[src/rtl/ssd_pkg.sv]
package ssd_pkg;

    localparam int DAC_W        = 10;
    localparam int DIV_MIN_LOG2 = 11;
    localparam int RATE_SPAN    = 2;
    localparam int PCNT_W       = DIV_MIN_LOG2 + RATE_SPAN;
    localparam int DEPTH_K_MAX  = 5;
    localparam int TRI_W        = DEPTH_K_MAX + 2;
    localparam int PRESC_MAX    = 8;
    localparam int XSEL_W       = 4;

    typedef enum logic [1:0] {
        RATE_SLOW = 2'b00,
        RATE_MID  = 2'b01,
        RATE_FAST = 2'b10,
        RATE_ALT  = 2'b11
    } rate_code_e;

    typedef struct packed {
        logic [3:0] rlog2;
        logic [2:0] dk;
    } dith_cfg_t;

    function automatic logic [3:0] rate_log2(input logic [1:0] code);
        int unsigned s;
        s = (code >= 2'd2) ? RATE_SPAN : int'(code);
        return 4'(DIV_MIN_LOG2 + RATE_SPAN - s);
    endfunction

    function automatic logic [2:0] depth_k(input logic [2:0] code);
        return (code > 3'(DEPTH_K_MAX)) ? 3'(DEPTH_K_MAX) : code;
    endfunction

    function automatic logic [XSEL_W-1:0] presc_sat(input logic [XSEL_W-1:0] code);
        return (code > XSEL_W'(PRESC_MAX)) ? XSEL_W'(PRESC_MAX) : code;
    endfunction

    function automatic logic [DAC_W-1:0] sat_sub(input logic [DAC_W-1:0] a,
                                                 input logic [TRI_W-1:0] b);
        logic [DAC_W:0] d;
        d = {1'b0, a} - (DAC_W+1)'(b);
        return d[DAC_W] ? '0 : d[DAC_W-1:0];
    endfunction

endpackage

[src/rtl/ssd_tri_gen.sv]
module ssd_tri_gen
    import ssd_pkg::*;
#(
    parameter int P_PCNT_W = PCNT_W,
    parameter int P_TRI_W  = TRI_W
) (
    input  logic               clk,
    input  logic               rst,
    input  logic [1:0]         rate_code,
    input  logic [2:0]         depth_code,
    output logic [P_TRI_W-1:0] tri_val,
    output logic [P_TRI_W-1:0] depth_val
);

    dith_cfg_t           cfg_q;
    logic [P_PCNT_W-1:0] pcnt_q;
    logic [P_PCNT_W-1:0] last_cnt;
    logic                period_last;
    logic [P_PCNT_W-1:0] phase;
    logic [P_PCNT_W-1:0] two_d;
    logic [P_PCNT_W-1:0] peak;
    logic [3:0]          shamt;

    always_comb begin
        last_cnt    = P_PCNT_W'((33'd1 << cfg_q.rlog2) - 33'd1);
        period_last = (pcnt_q == last_cnt);
    end

    always_ff @(posedge clk) begin
        if (rst) begin
            pcnt_q      <= '0;
            cfg_q.rlog2 <= rate_log2(RATE_MID);
            cfg_q.dk    <= '0;
        end else if (period_last) begin
            pcnt_q      <= '0;
            cfg_q.rlog2 <= rate_log2(rate_code);
            cfg_q.dk    <= depth_k(depth_code);
        end else begin
            pcnt_q <= pcnt_q + 1'b1;
        end
    end

    // phase index = pcnt / (period / 2D), all powers of two
    always_comb begin
        two_d = P_PCNT_W'(1) << (cfg_q.dk + 3'd2);
        peak  = P_PCNT_W'(1) << (cfg_q.dk + 3'd1);
        shamt = cfg_q.rlog2 - 4'(cfg_q.dk) - 4'd2;
        phase = pcnt_q >> shamt;
        if (cfg_q.dk == '0) begin
            tri_val   = '0;
            depth_val = '0;
        end else begin
            depth_val = P_TRI_W'(peak);
            tri_val   = (phase <= peak) ? P_TRI_W'(phase) : P_TRI_W'(two_d - phase);
        end
    end

    p_tri_bound_r10: assert property (@(posedge clk) disable iff (rst)
        tri_val <= depth_val);

    p_tri_step_r10: assert property (@(posedge clk) disable iff (rst)
        ##1 ((tri_val == $past(tri_val)) ||
             ((P_TRI_W+1)'(tri_val) == (P_TRI_W+1)'($past(tri_val)) + 1'b1) ||
             ((P_TRI_W+1)'(tri_val) + 1'b1 == (P_TRI_W+1)'($past(tri_val)))));

    p_cfg_hold_r6: assert property (@(posedge clk) disable iff (rst)
        !period_last |=> $stable(cfg_q));

endmodule

[src/rtl/ssd_prescaler.sv]
module ssd_prescaler
    import ssd_pkg::*;
#(
    parameter int P_MAX    = PRESC_MAX,
    parameter int P_XSEL_W = XSEL_W
) (
    input  logic                clk,
    input  logic                rst,
    input  logic [P_XSEL_W-1:0] presc_code,
    output logic                div_raw
);

    localparam int CNT_W = P_MAX;

    logic [P_XSEL_W-1:0] x_q;
    logic [CNT_W-1:0]    cnt_q;
    logic [CNT_W-1:0]    mask;
    logic                div_wrap;
    logic [CNT_W-1:0]    shifted;

    always_comb begin
        mask     = CNT_W'(((CNT_W+1)'(1) << x_q) - 1'b1);
        div_wrap = ((cnt_q & mask) == mask);
    end

    always_ff @(posedge clk) begin
        if (rst) begin
            x_q   <= '0;
            cnt_q <= '0;
        end else if (div_wrap) begin
            x_q   <= presc_sat(presc_code);
            cnt_q <= '0;
        end else begin
            cnt_q <= cnt_q + 1'b1;
        end
    end

    // ratio 1 passes the master clock; otherwise the top counter bit of the period
    always_comb begin
        shifted = cnt_q >> (x_q - 1'b1);
        div_raw = (x_q == '0) ? clk : shifted[0];
    end

    p_div_hold_r8: assert property (@(posedge clk) disable iff (rst)
        !div_wrap |=> $stable(x_q));

    p_div_range_r7: assert property (@(posedge clk) disable iff (rst)
        x_q <= P_XSEL_W'(P_MAX));

endmodule

[src/rtl/ssd_out_ctrl.sv]
module ssd_out_ctrl (
    input  logic div_raw,
    input  logic out_en,
    input  logic park_hiz,
    output logic clk_out,
    output logic clk_oe
);

    always_comb begin
        clk_out = out_en & div_raw;
        clk_oe  = out_en | ~park_hiz;
    end

endmodule

[src/rtl/ssd_dither_ctrl.sv]
module ssd_dither_ctrl
    import ssd_pkg::*;
#(
    parameter int P_DAC_W  = DAC_W,
    parameter int P_TRI_W  = TRI_W,
    parameter int P_XSEL_W = XSEL_W
) (
    input  logic                clk,
    input  logic                rst,
    input  logic [P_DAC_W-1:0]  dac_code,
    input  logic [1:0]          rate_code,
    input  logic [2:0]          depth_code,
    input  logic [P_XSEL_W-1:0] presc_code,
    input  logic                park_hiz,
    input  logic                out_en,
    output logic [P_DAC_W-1:0]  dith_code,
    output logic                clk_div,
    output logic                clk_div_oe
);

    logic [P_TRI_W-1:0] tri_val;
    logic [P_TRI_W-1:0] depth_val;
    logic               div_raw;

    ssd_tri_gen #(.P_PCNT_W(PCNT_W), .P_TRI_W(P_TRI_W)) tri_i (
        .clk        (clk),
        .rst        (rst),
        .rate_code  (rate_code),
        .depth_code (depth_code),
        .tri_val    (tri_val),
        .depth_val  (depth_val)
    );

    ssd_prescaler #(.P_MAX(PRESC_MAX), .P_XSEL_W(P_XSEL_W)) presc_i (
        .clk        (clk),
        .rst        (rst),
        .presc_code (presc_code),
        .div_raw    (div_raw)
    );

    ssd_out_ctrl out_i (
        .div_raw  (div_raw),
        .out_en   (out_en),
        .park_hiz (park_hiz),
        .clk_out  (clk_div),
        .clk_oe   (clk_div_oe)
    );

    always_comb dith_code = sat_sub(dac_code, tri_val);

    p_dith_floor_r5: assert property (@(posedge clk) disable iff (rst)
        dith_code <= dac_code);

endmodule

[config.mk]
export PLATFORM = sky130hd
export DESIGN_NAME = ssd_dither_ctrl
export DESIGN_NICKNAME = d
export VERILOG_FILES = /design/src/rtl/ssd_pkg.sv /design/src/rtl/ssd_tri_gen.sv /design/src/rtl/ssd_prescaler.sv /design/src/rtl/ssd_out_ctrl.sv /design/src/rtl/ssd_dither_ctrl.sv
export SDC_FILE = /design/constraint.sdc
export NUM_CORES = 1
export LEC_CHECK = 0
export ABC_AREA = 1
export BUFFER_PORTS_ARGS = -buffer_cell sky130_fd_sc_hd__buf_2
export CAP_MARGIN = 10
export CORE_MARGIN = 2
export CORE_UTILIZATION = 50
export CTS_CLUSTER_DIAMETER = 40
export CTS_CLUSTER_SIZE = 24
export DETAILED_ROUTE_END_ITERATION = 8
export GPL_ROUTABILITY_DRIVEN = 0
export GPL_TIMING_DRIVEN = 1
export PLACE_DENSITY = 0.78
export SYNTH_ARGS = -nofsm -noshare
export SYNTH_HDL_FRONTEND = slang
export SYNTH_HIERARCHICAL = 1
export SYNTH_SLANG_ARGS = --single-unit
[constraint.sdc]
create_clock -name clk -period 6 [get_ports clk]
set_input_delay 0.6 -clock clk [delete_from_list [all_inputs] [get_ports clk]]
set_output_delay 0.6 -clock clk [all_outputs]
set_load 0.01 [all_outputs]
======== Word level (Yosys, flattened, before mapping) ========
Cells that the tools add are included.
storage, ports and cells
  word-level logic and storage cells ...... 44
  output and inout port bits .............. 12
  input bits .............................. 23
  bits in registers ....................... 32
operators by class
  order comparisons ....................... 4
  mux-type cells .......................... 7
  reductions and logical operators ........ 4
  $add $sub $neg .......................... 12
  shifts and indexed selects .............. 6
  bitwise operators ....................... 4
  equality and inequality tests ........... 2
operator list
  cell                   number
  $mux 7                 2
  $add 13x1->13 const B  1
  $eq 13x13->1           1
  $le 13x13->1           1
  $shl 1x3->13 const A   1
  $shl 1x4->13 const A   1
  $shr 13x4->13          1
  $sub 13x1->13 const B  1
  $sub 10x7->11          1
  $mux 10                1
  $add 8x1->8 const B    1
  $and 8x8->8            1
  $eq 8x8->1             1
  $shl 1x4->8 const A    1
  $shr 8x4->1            1
  $sub 8x1->8 const B    1
  $shl 1x3->7 const A    1
  $sub 7x7->7            1
  $gt 4x4->1 const B     1
  $logic_not 4->1        1
  $mux 4                 1
  $reduce_or 2->1        2
  $sub 4x1->4 const B    1
  $sub 4x2->4 const B    1
  other kinds (13)       13

======== Depth between registers and ports, before layout ========
  depth after elaboration ................. 8
  mapped depth ............................ 37
  depth with buffers taken out ............ 37

======== Modules after synthesis ========
Netlist, hierarchy kept.
modules (own cells, without submodules)
  module           instances  cells an instance  area each (sq um)  seq. area each (sq um)
  ssd_tri_gen      1          392                2399.8             380.4
  ssd_prescaler    1          155                1037.2             240.2
  ssd_dither_ctrl  1          95                 499.2              0.0
  ssd_out_ctrl     1          4                  15.0               0.0

==> summary.md <==
| Metric | Value |
|---|---|
| DPL Wire Length | 7.05 mm |
| Initial antenna violation count | 0 |
| Synth warnings | 6 |
| Largest stage delay on the critical path | 0.69 ns |
| Hold crit path type | primary input to flip-flop |
| # IOs | 35 |
| Ratio of routed vias to standard cells | 5.02 |
| Cells after Synth | 641 |
| Global-route usage over all layers | 21.1% |
| Endpoints failing setup | 0 |
| Critical Path RT | 5.40 ns |
| Relative slew slack | 66.3% |
| Maxcap violations | 0 |
| Pins Over Slew Limit | 0 |
| Clock latency on the worst-skew pair | 0.39 ns |
| First-pass GRT wire length | 15.2 mm |
| Worst path top cell family by delay | adder cells |
| Reg clk slew, reported paths | 0.07 ns |
| Commonest cells after routing, fill and taps aside | nand2_1, inv_1, nor2_1 |
| Synthesis-to-finish area growth | 14.0% |
| Nets | 745 |
| Cell area power density | 254 mW/mm2 |
| Worst vdd rail ir drop | 0.406 mV |
| Design Area, Final | 0.00448 mm2 |
| Peak Freq | 0.175 GHz |
| CP startpoint kind | flip-flop |
| Total Wirelength | 8.96 mm |
| Chip width | 92.7 um |
| Post-route DRC | 0 |
| Worst slew pin tran | 0.505 ns |
| Mapped Area | 0.00393 mm2 |
| Hold Crit Start | rst |
| DRT iter0 DRCs | 155 |
| Kind of critical path | flip-flop to primary output |
| Outcome | finished, final reports clean |
| Largest net degree at the start of global routing | 22 |
| Core area | 0.00769 mm2 |
| Routed vias | 3948 |
| Average footprint of a synthesized cell | 6.13 um2 |
| Post-Syn Nets | 703 |
| Reg2reg start | presc_i/x_q[0]$_SDFFE_PP0N_ |
| Buf/Inv on CP | 8 |
| Antenna cell count | 0 |
| Port bufs | 34 |
| CP Launch Point | tri_i/cfg_q[4]$_SDFFE_PP0P_ |
| WL/cell | 11.4 um |
| Placed inst area | 0.00416 mm2 |
| Critical path arrival | 5.10 ns |
| Fin Setup TNS | 0 ns |
| Final hold vios | 0 |
| Final Util | 58.3% |
| Pwr Total | 1.14 mW |
| Drt pass-1 iters | 5 |
| P_leak | 2.28 nW |
| Cts hold-fix bufs | 0 |
| Crit. End Element | primary output |
| CP Max Fanout | 7 |
| Grt ovf | 0 |
| Number of global-route vias before repair | 3771 |
| Most common cell on crit path | nand2_1 |
| Filler cells | 722 |
| Clk_skew | 0.00618 ns |
| Initial Utilization | 51.2% |
| ANT nets after route | 0 |
| Final worst path period share | 95.0% |
| Crit-path slowest cell | fa_2 |
| Die area | 0.00859 mm2 |
| Height of the chip | 92.7 um |
| Row count | 32 |
| Final min period | 5.70 ns |
| Fraction of layout cells with a size suffix above 1 | 21.1% |
| CTS tree | built |
| Commonest non-fill, non-tap cell in the layout | nand2_1 |
## stage by stage
stage               cells  worst slack [ns]  hold WS (ns)
detailed placement    769             0.443         0.470
finish                786             0.302         0.391
floorplan             641              1.00         0.439
CTS                   780           0.00479         0.397
global route          786            -0.108         0.408
global placement      769             0.592         0.454
## report_power, final
group / total, mW / internal (mW) / switching, mW
sequential: 0.266 / 0.227 / 0.0386
combinational: 0.583 / 0.216 / 0.367
clock: 0.289 / 0.187 / 0.103
## final cells by class
| type | count | area, um2 | area share (%) |
|---|---|---|---|
| timing repair inverter | 1 | 7.51 | 0.167 |
| timing repair buffer | 38 | 203 | 4.52 |
| multi-input combinational | 493 | 2940 | 65.6 |
| clock buffer | 10 | 129 | 2.87 |
| inverter | 108 | 414 | 9.24 |
| tap | 102 | 128 | 2.85 |
| clock inverter | 3 | 38.8 | 0.865 |
| sequential | 31 | 624 | 13.9 |
## timing repair
action / 4_1_cts / 5_1_grt
gates resized for setup: 0 / 26
buffers inserted: 0 / 5
endpoints found under the hold margin: 0 / 0
endpoints found under the setup margin: 0 / 10
## registers in the layout, summed over array words and instances, names as in the netlist
register	count
tri_i/pcnt_q	13
presc_i/cnt_q	8
tri_i/cfg_q	6
presc_i/x_q	4
## worst register-to-register path, cell delays in order (launching register included)
cell     delay, ns
dfxtp_1       0.52
inv_1         0.22
ha_1          0.34
nand2_4       0.13
ha_1          0.22
nand3_1       0.10
nand3_1       0.10
nand2_1       0.06
inv_2         0.05
nand3_2       0.10
nor2_4        0.17
nand2_4       0.09
nand2_4       0.15
nor2_2        0.05
## final timing paths
check                                                   end  slack (ns)  cells past startpoint
worst max register to register  presc_i/cnt_q[7]$_SDFF_PP0_        3.59                     13
worst min register to register  presc_i/cnt_q[0]$_SDFF_PP0_        0.48                      1
worst max-delay path                           dith_code[0]        0.30                     32
worst min-delay path            tri_i/cfg_q[0]$_SDFFE_PP0P_        0.39                      2
## metal layers
| layer | share of wire, % | track usage (%) | vias up | wire [um] |
|---|---|---|---|---|
| met1 | 43 | 23.9 | 1758 | 3900 |
| met2 | 52 | 40.5 | 75 | 4690 |
| met4 | 1.5 | 6.74 | 0 | 138 |
| met5 | 0 | 0 | - | 0 |
| li1 | - | - | 2101 | - |
| met3 | 2.6 | 2.69 | 14 | 232 |
Power figures use the tool's default switching activity.
